**src/rtl/spi_rx_ovr_pkg.sv**
```systemverilog
package spi_rx_ovr_pkg;
  localparam int unsigned DEF_W = 8;

  typedef struct packed {
    logic ovr;
    logic armed;
  } ovr_state_t;
endpackage

```
**src/rtl/spi_rx_hold.sv**
```systemverilog
module spi_rx_hold #(
  parameter int unsigned W = 8
) (
  input  logic         clk_i,
  input  logic         rst_ni,
  input  logic         load_i,
  input  logic         rd_i,
  input  logic [W-1:0] byte_i,
  output logic [W-1:0] data_o,
  output logic         full_o
);
  logic [W-1:0] data_q;
  logic         full_q;

  always_ff @(posedge clk_i or negedge rst_ni) begin
    if (!rst_ni) begin
      data_q <= '0;
      full_q <= 1'b0;
    end else begin
      if (load_i) data_q <= byte_i;
      // load wins over a read in the same cycle
      if (load_i)    full_q <= 1'b1;
      else if (rd_i) full_q <= 1'b0;
    end
  end

  assign data_o = data_q;
  assign full_o = full_q;
endmodule

```
**src/rtl/spi_ovr_track.sv**
```systemverilog
module spi_ovr_track
  import spi_rx_ovr_pkg::*;
(
  input  logic clk_i,
  input  logic rst_ni,
  input  logic byte_done_i,
  input  logic full_i,
  input  logic dr_rd_i,
  input  logic sr_rd_i,
  output logic ovr_o,
  output logic load_ok_o
);
  ovr_state_t st_q, st_d;
  logic set_ovr, clr_ovr;

  assign set_ovr = byte_done_i & full_i;
  // new byte in the clearing cycle keeps the flag
  assign clr_ovr = st_q.ovr & st_q.armed & sr_rd_i & ~byte_done_i;

  always_comb begin
    st_d = st_q;
    if (clr_ovr) begin
      st_d.ovr   = 1'b0;
      st_d.armed = 1'b0;
    end else begin
      if (set_ovr) st_d.ovr = 1'b1;
      if (st_q.ovr && dr_rd_i) st_d.armed = 1'b1;
    end
  end

  always_ff @(posedge clk_i or negedge rst_ni) begin
    if (!rst_ni) st_q <= '0;
    else         st_q <= st_d;
  end

  assign ovr_o     = st_q.ovr;
  assign load_ok_o = ~st_q.ovr;
endmodule

```
**src/rtl/spi_rx_ovr.sv**
```systemverilog
module spi_rx_ovr
  import spi_rx_ovr_pkg::*;
#(
  parameter int unsigned W = DEF_W
) (
  input  logic         clk_i,
  input  logic         rst_ni,
  input  logic         byte_done_i,
  input  logic [W-1:0] byte_i,
  input  logic         dr_rd_i,
  input  logic         sr_rd_i,
  input  logic         err_ie_i,
  output logic [W-1:0] rd_data_o,
  output logic         rxne_o,
  output logic         ovr_o,
  output logic         err_irq_o
);
  logic full, load_ok, load;

  assign load = byte_done_i & ~full & load_ok;

  spi_rx_hold #(.W(W)) u_hold (
    .clk_i  (clk_i),
    .rst_ni (rst_ni),
    .load_i (load),
    .rd_i   (dr_rd_i),
    .byte_i (byte_i),
    .data_o (rd_data_o),
    .full_o (full)
  );

  spi_ovr_track u_ovr (
    .clk_i       (clk_i),
    .rst_ni      (rst_ni),
    .byte_done_i (byte_done_i),
    .full_i      (full),
    .dr_rd_i     (dr_rd_i),
    .sr_rd_i     (sr_rd_i),
    .ovr_o       (ovr_o),
    .load_ok_o   (load_ok)
  );

  assign rxne_o    = full;
  assign err_irq_o = ovr_o & err_ie_i;
endmodule

```
**config.mk**
```make
export PLATFORM = sky130hd
export DESIGN_NAME = spi_rx_ovr
export DESIGN_NICKNAME = d
export VERILOG_FILES = /design/src/rtl/spi_rx_ovr_pkg.sv /design/src/rtl/spi_rx_hold.sv /design/src/rtl/spi_ovr_track.sv /design/src/rtl/spi_rx_ovr.sv
export SDC_FILE = /design/constraint.sdc
export NUM_CORES = 1
export LEC_CHECK = 0
export CAP_MARGIN = 30
export CORE_AREA = 2 2 39 41
export CTS_CLUSTER_SIZE = 8
export DETAILED_ROUTE_END_ITERATION = 8
export DIE_AREA = 0 0 41 43
export PLACE_DENSITY = 0.7
export SYNTH_ARGS = -nofsm -noshare
export SYNTH_HDL_FRONTEND = slang
export SYNTH_SLANG_ARGS = --single-unit
```
**constraint.sdc**
```tcl
create_clock -name clk_i -period 2.7 [get_ports clk_i]
set_input_delay 0.54 -clock clk_i [delete_from_list [all_inputs] [get_ports clk_i]]
set_output_delay 0.54 -clock clk_i [all_outputs]
set_load 0.02 [all_outputs]
```
# Yosys cells after proc, flatten, opt, wreduce, memory -nomap -nowiden
# Index checks and enable logic that the tools add are counted.
# op_classes
n_reduce_logical	4
n_bitwise	10
n_mux	5
# ops
cell	n
$and 1x1->1	7
$reduce_bool 2->1	3
$mux 1	4
$not 1->1	3
$mux 2	1
$logic_and 1x1->1	1
# word_totals
reg_bits	11
out_inout_bits	11
wordCells	23

# Longest topological paths before layout
# Gate-level depths: netlist of run 1.
# logic_depth
word_depth	4
ltp_mapped	2
ltp_nobuf	2

# Cells and area by module
# From an unflattened synthesis of run 1, not the netlist that was laid out.
# unflattened
hier_cells	30
area_unflattened_um2	466.7
# modules_own_cells
module	cells_per_inst	instances	area_each_um2
spi_rx_hold	20	1	369.1
spi_ovr_track	8	1	82.6
spi_rx_ovr	2	1	15.0

# Worst setup path after synthesis of run 1
# Ideal clock, no wire load.
# synth_path
kind	register to register
startpoint	register u_ovr.st_q (netlist bit u_ovr.ovr_o)
endpoint	register u_hold.data_q[0] (netlist: u_hold.data_o[0])
setup_time_ns	0.125
path_stages_with_launch	3
path_buffers	0
period_less_slack_ns	1.379
path_slack_ns	1.321
t_arrival_ns	1.254
required_ns	2.575
path_cell_list	dfrtp_1 > nor3b_4 > mux2_2
# synth_via
elab_chain_cells	2
# synth_lines
element	line_no	text
start: declaration	spi_ovr_track.sv:13	ovr_state_t st_q, st_d;
start signal: assignment	spi_ovr_track.sv:33	else st_q <= st_d;
$not 1->1	spi_ovr_track.sv:37	assign load_ok_o = ~st_q.ovr;
$and 1x1->1	spi_rx_ovr.sv:20	assign load = byte_done_i & ~full & load_ok;
end signal: assignment	spi_rx_hold.sv:20	if (load_i) data_q <= byte_i;
end: declaration	spi_rx_hold.sv:12	logic [W-1:0] data_q;
# Every way passes these cells.
# A chain may end at the register's enable or synchronous reset.

# Worst setup path in the final report of run 1
# layout_path
startpoint	input port err_ie_i
endpoint	output port err_irq_o
# layout_via
elab_chain_cells	1
# layout_lines
element	line_no	text
start: declaration	spi_rx_ovr.sv:12	input logic err_ie_i,
$and 1x1->1	spi_rx_ovr.sv:44	assign err_irq_o = ovr_o & err_ie_i;
end: declaration	spi_rx_ovr.sv:16	output logic err_irq_o
# Every way passes these cells.

==> impl_metrics.toml, run 1 <==
[run_status]
status = "complete, no violations"

[timing]
slew_viol_final = 0
final.setup.tns_ns = 0
fin_crit_ns = 2.24
finClkSkew_ns = 0.000721
hold_viol = 0
fmax_ghz = 0.446
worst_pin_slew_ns = 0.483
slew_headroom_pct = 67.7
post-route-period-util_pct = 83.0
setup_viol = 0
rsz0062_at_grt = "no"

[cts]
cts_tree = "built"
cts_setup_buffers = 0
path_clk_slew_ns = 0.07
htreeDepth = 1
cts_resized = 0
clock_latency_ns = 0.26
clkSinkCount = 11
clk_path_buf_depth = 2
numCtsBuffers = 3
cts_hold_buf = 0
root_buffer = "clkbuf_4"

[power]
p_per_area_mw_per_mm2 = 1150
power.total_w = 0.000825
leakagePower_nw = 0.302
ir_drop_mv = 0.540

[die]
dieArea_sq_mm = 0.00176
dieWidth_um = 41
die_height_um = 43
num_rows = 14
pin_count = 25
start_util_pct = 31.2
core-area_sq_mm = 0.00138

[worst_setup_path]
critPathLaunchType = "primary input"
critPathMostFrequentCell = "clkdlybuf4s50_1"
cpPeakStageDelay_ns = 0.59
r2r-end = "u_hold.data_o[7]"
cp_slowest_cell = "clkdlybuf4s50_1"
crit_chain = "clkdlybuf4s50_1 -> and2_2 -> clkdlybuf4s50_1"
worst-path-buf-inv = 2
end_kind = "output port"
crit_family = "buffers and inverters"
reg2regPathDepth = 2
cp.arrival_ns = 1.70
reg2reg_slack_ns = 1.27
r2r_start = "u_ovr.ovr_o"
required_ns = 2.16
critPathKind = "primary input to output port"
path_max_fanout = 1

[global_routing]
grt_pass1_wl_um = 1420
grt_max_degree = 12
track_usage_pct = 12.4
grt_pass1_vias = 347
antenna_found_initial = 0
grt_overflow_total = 0

[cells_and_area]
drive_above_1_share_pct = 25.0
final_cells = 72
postLayoutCellArea_sq_um = 718
diodes = 0
fill_cells = 127
area_growth_pct = 66.4
fin_nets = 71

[place]
dp_cells = 68
place_area_sq_um = 692
gp_congestion = 0.585
io_buffer_count = 24

[route]
route.detailed.drc = 0
drt-wirelength-per-cell_um = 11.5
via_count = 326
postRouteWirelength_um = 829
viasPerCell = 4.53
first_iter_violations = 3
drtPass1Iterations = 4
postRouteAntennaNets = 0

[min_path]
min_to = "u_hold.data_o[1]"
min_path_type = "register to register"
hold_depth = 1
worstHoldStart = "u_hold.data_o[1]"

[synthesis]
synthCells = 28
avgSynthCellArea_sq_um = 15.4
synth_warnings = 0
synth_top_area_cell = "dfrtp_1"
yosysUniqueCellTypes = 9
ys_seq_area_share_pct = 63.8
syn-num-nets = 42
netlist_area_sq_um = 432
synth_seq_cells = 11
synth.area.top_cells = "dfrtp_1, mux2_2, nor3b_4"
netlist.area_leader.share_pct = 63.8

[flow_run]
maxCapViolCount = 0
==> placed cells by master, fill, tap and decap left out, drive strengths merged <==
cell	synthesis	layout
nor2	1	1
mux2	8	8
inv	1	1
and2	1	1
clkbuf	0	4
a21oi	3	3
a21o	1	1
dfrtp	11	11
nor3b	1	1
and3b	1	1
clkdlybuf4s50	0	24
==> state kept, by name, summed over array words and instances, names as in the netlist <==
name,count
u_hold.data_o,8
u_hold.full_o,1
u_ovr.st_q,1
u_ovr.ovr_o,1
==> how the worst max path moves through the flow <==
stage	cells after the start	start	end	slack, ns
after floorplan	2	u_ovr.ovr_o	u_hold.data_o[0]	1.32
after global placement	3	err_ie_i	err_irq_o	0.46
after detailed placement	3	err_ie_i	err_irq_o	0.46
after CTS	3	err_ie_i	err_irq_o	0.45
after global routing	3	err_ie_i	err_irq_o	0.42
final	3	err_ie_i	err_irq_o	0.46
==> report_power, final <==
group / switching (W) / internal (W)
Combinational: 0.000179 / 0.000232
Clock: 0.0000511 / 0.0000571
Sequential: 0.0000578 / 0.000248
==> through the flow <==
stage	utilization [%]	worst slack, ns	hold slack (ns)
global route	51.9	0.421	0.529
detailed placement	50.0	0.457	0.500
global placement	50.0	0.458	0.491
floorplan	-	1.32	0.244
finish	51.9	0.458	0.511
CTS	51.9	0.451	0.515
==> cells by family (layout without fill, tap and decap cells) <==
logic type	after synthesis	after routing	synth area share, %
multiplexers	8	8	20.9
buffers and inverters	1	29	0.869
AO/OA/AOI/OAI	4	4	5.51
flip-flops	11	11	63.8
AND/OR/NAND/NOR	4	4	8.99
==> per-layer routing <==
metal	up-vias	global-route usage, %	wire length (um)
met1	152	15.3	386
li1	156	-	-
met3	0	4.71	81
met4	0	8.00	0
met2	18	17.2	361
met5	-	0	0
==> cell type report <==
type	instances	area (sq um)	area share (%)
sequential	11	275	38.3
timing repair buffer	24	240	33.4
multi-input combinational	16	153	21.3
clock buffer	4	26.3	3.66
tap	16	20.0	2.79
inverter	1	3.75	0.523
==> Yosys cell counts <==
cell type  instances
dfrtp_1           11
mux2_2             8
a21oi_1            3
a21o_2             1
and2_2             1
and3b_1            1
inv_1              1
nor2_1             1
nor3b_4            1
Power figures use the tool's default switching activity.
==> inputs of run 2 (changes only) <==
==> constraint.sdc (replaced) <==
create_clock -name clk_i -period 2.15 [get_ports clk_i]
set_input_delay 0.43 -clock clk_i [delete_from_list [all_inputs] [get_ports clk_i]]
set_output_delay 0.43 -clock clk_i [all_outputs]
set_load 0.02 [all_outputs]
==> run 2 against run 1 <==
Net effect: setup slack got worse by 0.33 ns; wire length decreased by 2.8%; critical path depth unchanged; count of clock-buffer cells in the layout unchanged; largest cell class unchanged.
==> impl_metrics.toml, run 2 (synthesis gave the netlist of run 1 again) <==
[cts]
path_clk_slew_ns = 0.07
cts_resized = 0
clkSinkCount = 11
clk_path_buf_depth = 2
cts_setup_buffers = 0
root_buffer = "clkbuf_4"
clock_latency_ns = 0.26
numCtsBuffers = 3
htreeDepth = 1
cts_tree = "built"
cts_hold_buf = 0

[cells_and_area]
diodes = 0
layout_commonest_cell = "clkdlybuf4s50_1"
fin_nets = 72
area_growth_pct = 68.1
drive_above_1_share_pct = 26.3
largest_reg_flops = 8
utilization_pct = 52.4
mostFrequentLayoutCells = "clkdlybuf4s50_1, dfrtp_1, mux2_2, a21oi_1, clkbuf_4"

[route]
via_count = 330
postRouteAntennaNets = 0
drt-wirelength-per-cell_um = 11.0
first_iter_violations = 2
viasPerCell = 4.52
drtPass1Iterations = 3
route.detailed.drc = 0
postRouteWirelength_um = 806

[timing]
setup_viol = 0
post-route-period-util_pct = 94.0
worst_pin_slew_ns = 0.470
final.setup.tns_ns = 0
finClkSkew_ns = 0.00499
hold_viol = 0
fmax_ghz = 0.495
slew_headroom_pct = 68.6
fin_crit_ns = 2.02
slew_viol_final = 0
rsz0062_at_grt = "no"

[worst_setup_path]
reg2reg_slack_ns = 0.83
end_kind = "output port"
cp.arrival_ns = 1.59
required_ns = 1.72
critPathLaunchType = "primary input"
path_max_fanout = 1
critPathKind = "primary input to output port"

[power]
ir_drop_mv = 0.658
leakagePower_nw = 0.307
p_per_area_mw_per_mm2 = 1440

[die]
pin_count = 25
die_height_um = 43
start_util_pct = 31.2
dieArea_sq_mm = 0.00176
num_rows = 14
dieWidth_um = 41
core-area_sq_mm = 0.00138

[global_routing]
track_usage_pct = 11.3
grt_pass1_wl_um = 1320
grt_max_degree = 12
grt_pass1_vias = 328
grt_overflow_total = 0
antenna_found_initial = 0

[run_status]
status = "complete, no violations"

[place]
io_buffer_count = 24
gp_congestion = 0.616

[flow_run]
maxCapViolCount = 0

[min_path]
min_path_type = "primary input to asynchronous set/reset pin"
[run 2: cell count changes in the layout (fill, tap and decap cells not counted)]
| cell | before | now |
|---|---|---|
| buf_4 | 0 | 1 |
[run 2: worst max-delay path, stage by stage]
cell,delay [ns]
clkdlybuf4s50_1,0.45
and2_2,0.13
clkdlybuf4s50_1,0.59
[run 2: report_power, final]
part | switching, W | leakage [nW] | internal [W]
combinational | 0.000226 | 0.163 | 0.000298
sequential | 0.0000723 | 0.129 | 0.000312
clock | 0.0000641 | 0.0150 | 0.0000717
total | 0.000362 | 0.307 | 0.000682
[run 2: final timing paths]
kind                                  start          endpoint  depth (start not counted)
setup / recovery                   err_ie_i         err_irq_o                          3
hold / removal                       rst_ni  u_hold.data_o[3]                          1
setup reg to reg                u_ovr.ovr_o  u_hold.data_o[7]                          3
hold reg to reg            u_hold.data_o[2]  u_hold.data_o[2]                          1
max in group asynchronous            rst_ni  u_hold.data_o[7]                          1
min in group clk_i         u_hold.data_o[2]  u_hold.data_o[2]                          1
[run 2: layout make-up]
cell class / count / area [sq um]
Multi-Input combinational cell: 16 / 153
Sequential cell: 11 / 275
Clock buffer: 4 / 26.3
Timing Repair Buffer: 25 / 248
Inverter: 1 / 3.75
Fill cell: 143 / 658
Tap cell: 16 / 20.0
[run 2: per-stage QoR]
| step | instances | hold slack (ns) | total power (W) | setup slack (ns) | area, sq um |
|---|---|---|---|---|---|
| after detailed placement | 69 | 0.496 | 0.000922 | 0.130 | 699 |
| after CTS | 73 | 0.504 | 0.00106 | 0.124 | 726 |
| after global routing | 73 | 0.524 | 0.00112 | 0.0803 | 726 |
| after global placement | 69 | 0.490 | 0.000911 | 0.126 | 699 |
| final | 73 | 0.486 | 0.00104 | 0.129 | 726 |
| after floorplan | 28 | 0.134 | 0.000653 | 0.771 | 432 |
[run 2: routing by layer]
layer | track usage, % | wire length (um) | part of all wire (%)
met1 | 15.3 | 364 | 45
met2 | 15.3 | 322 | 40
met3 | 4.19 | 101 | 13
met4 | 6.00 | 17 | 2.1
met5 | 0 | 0 | 0
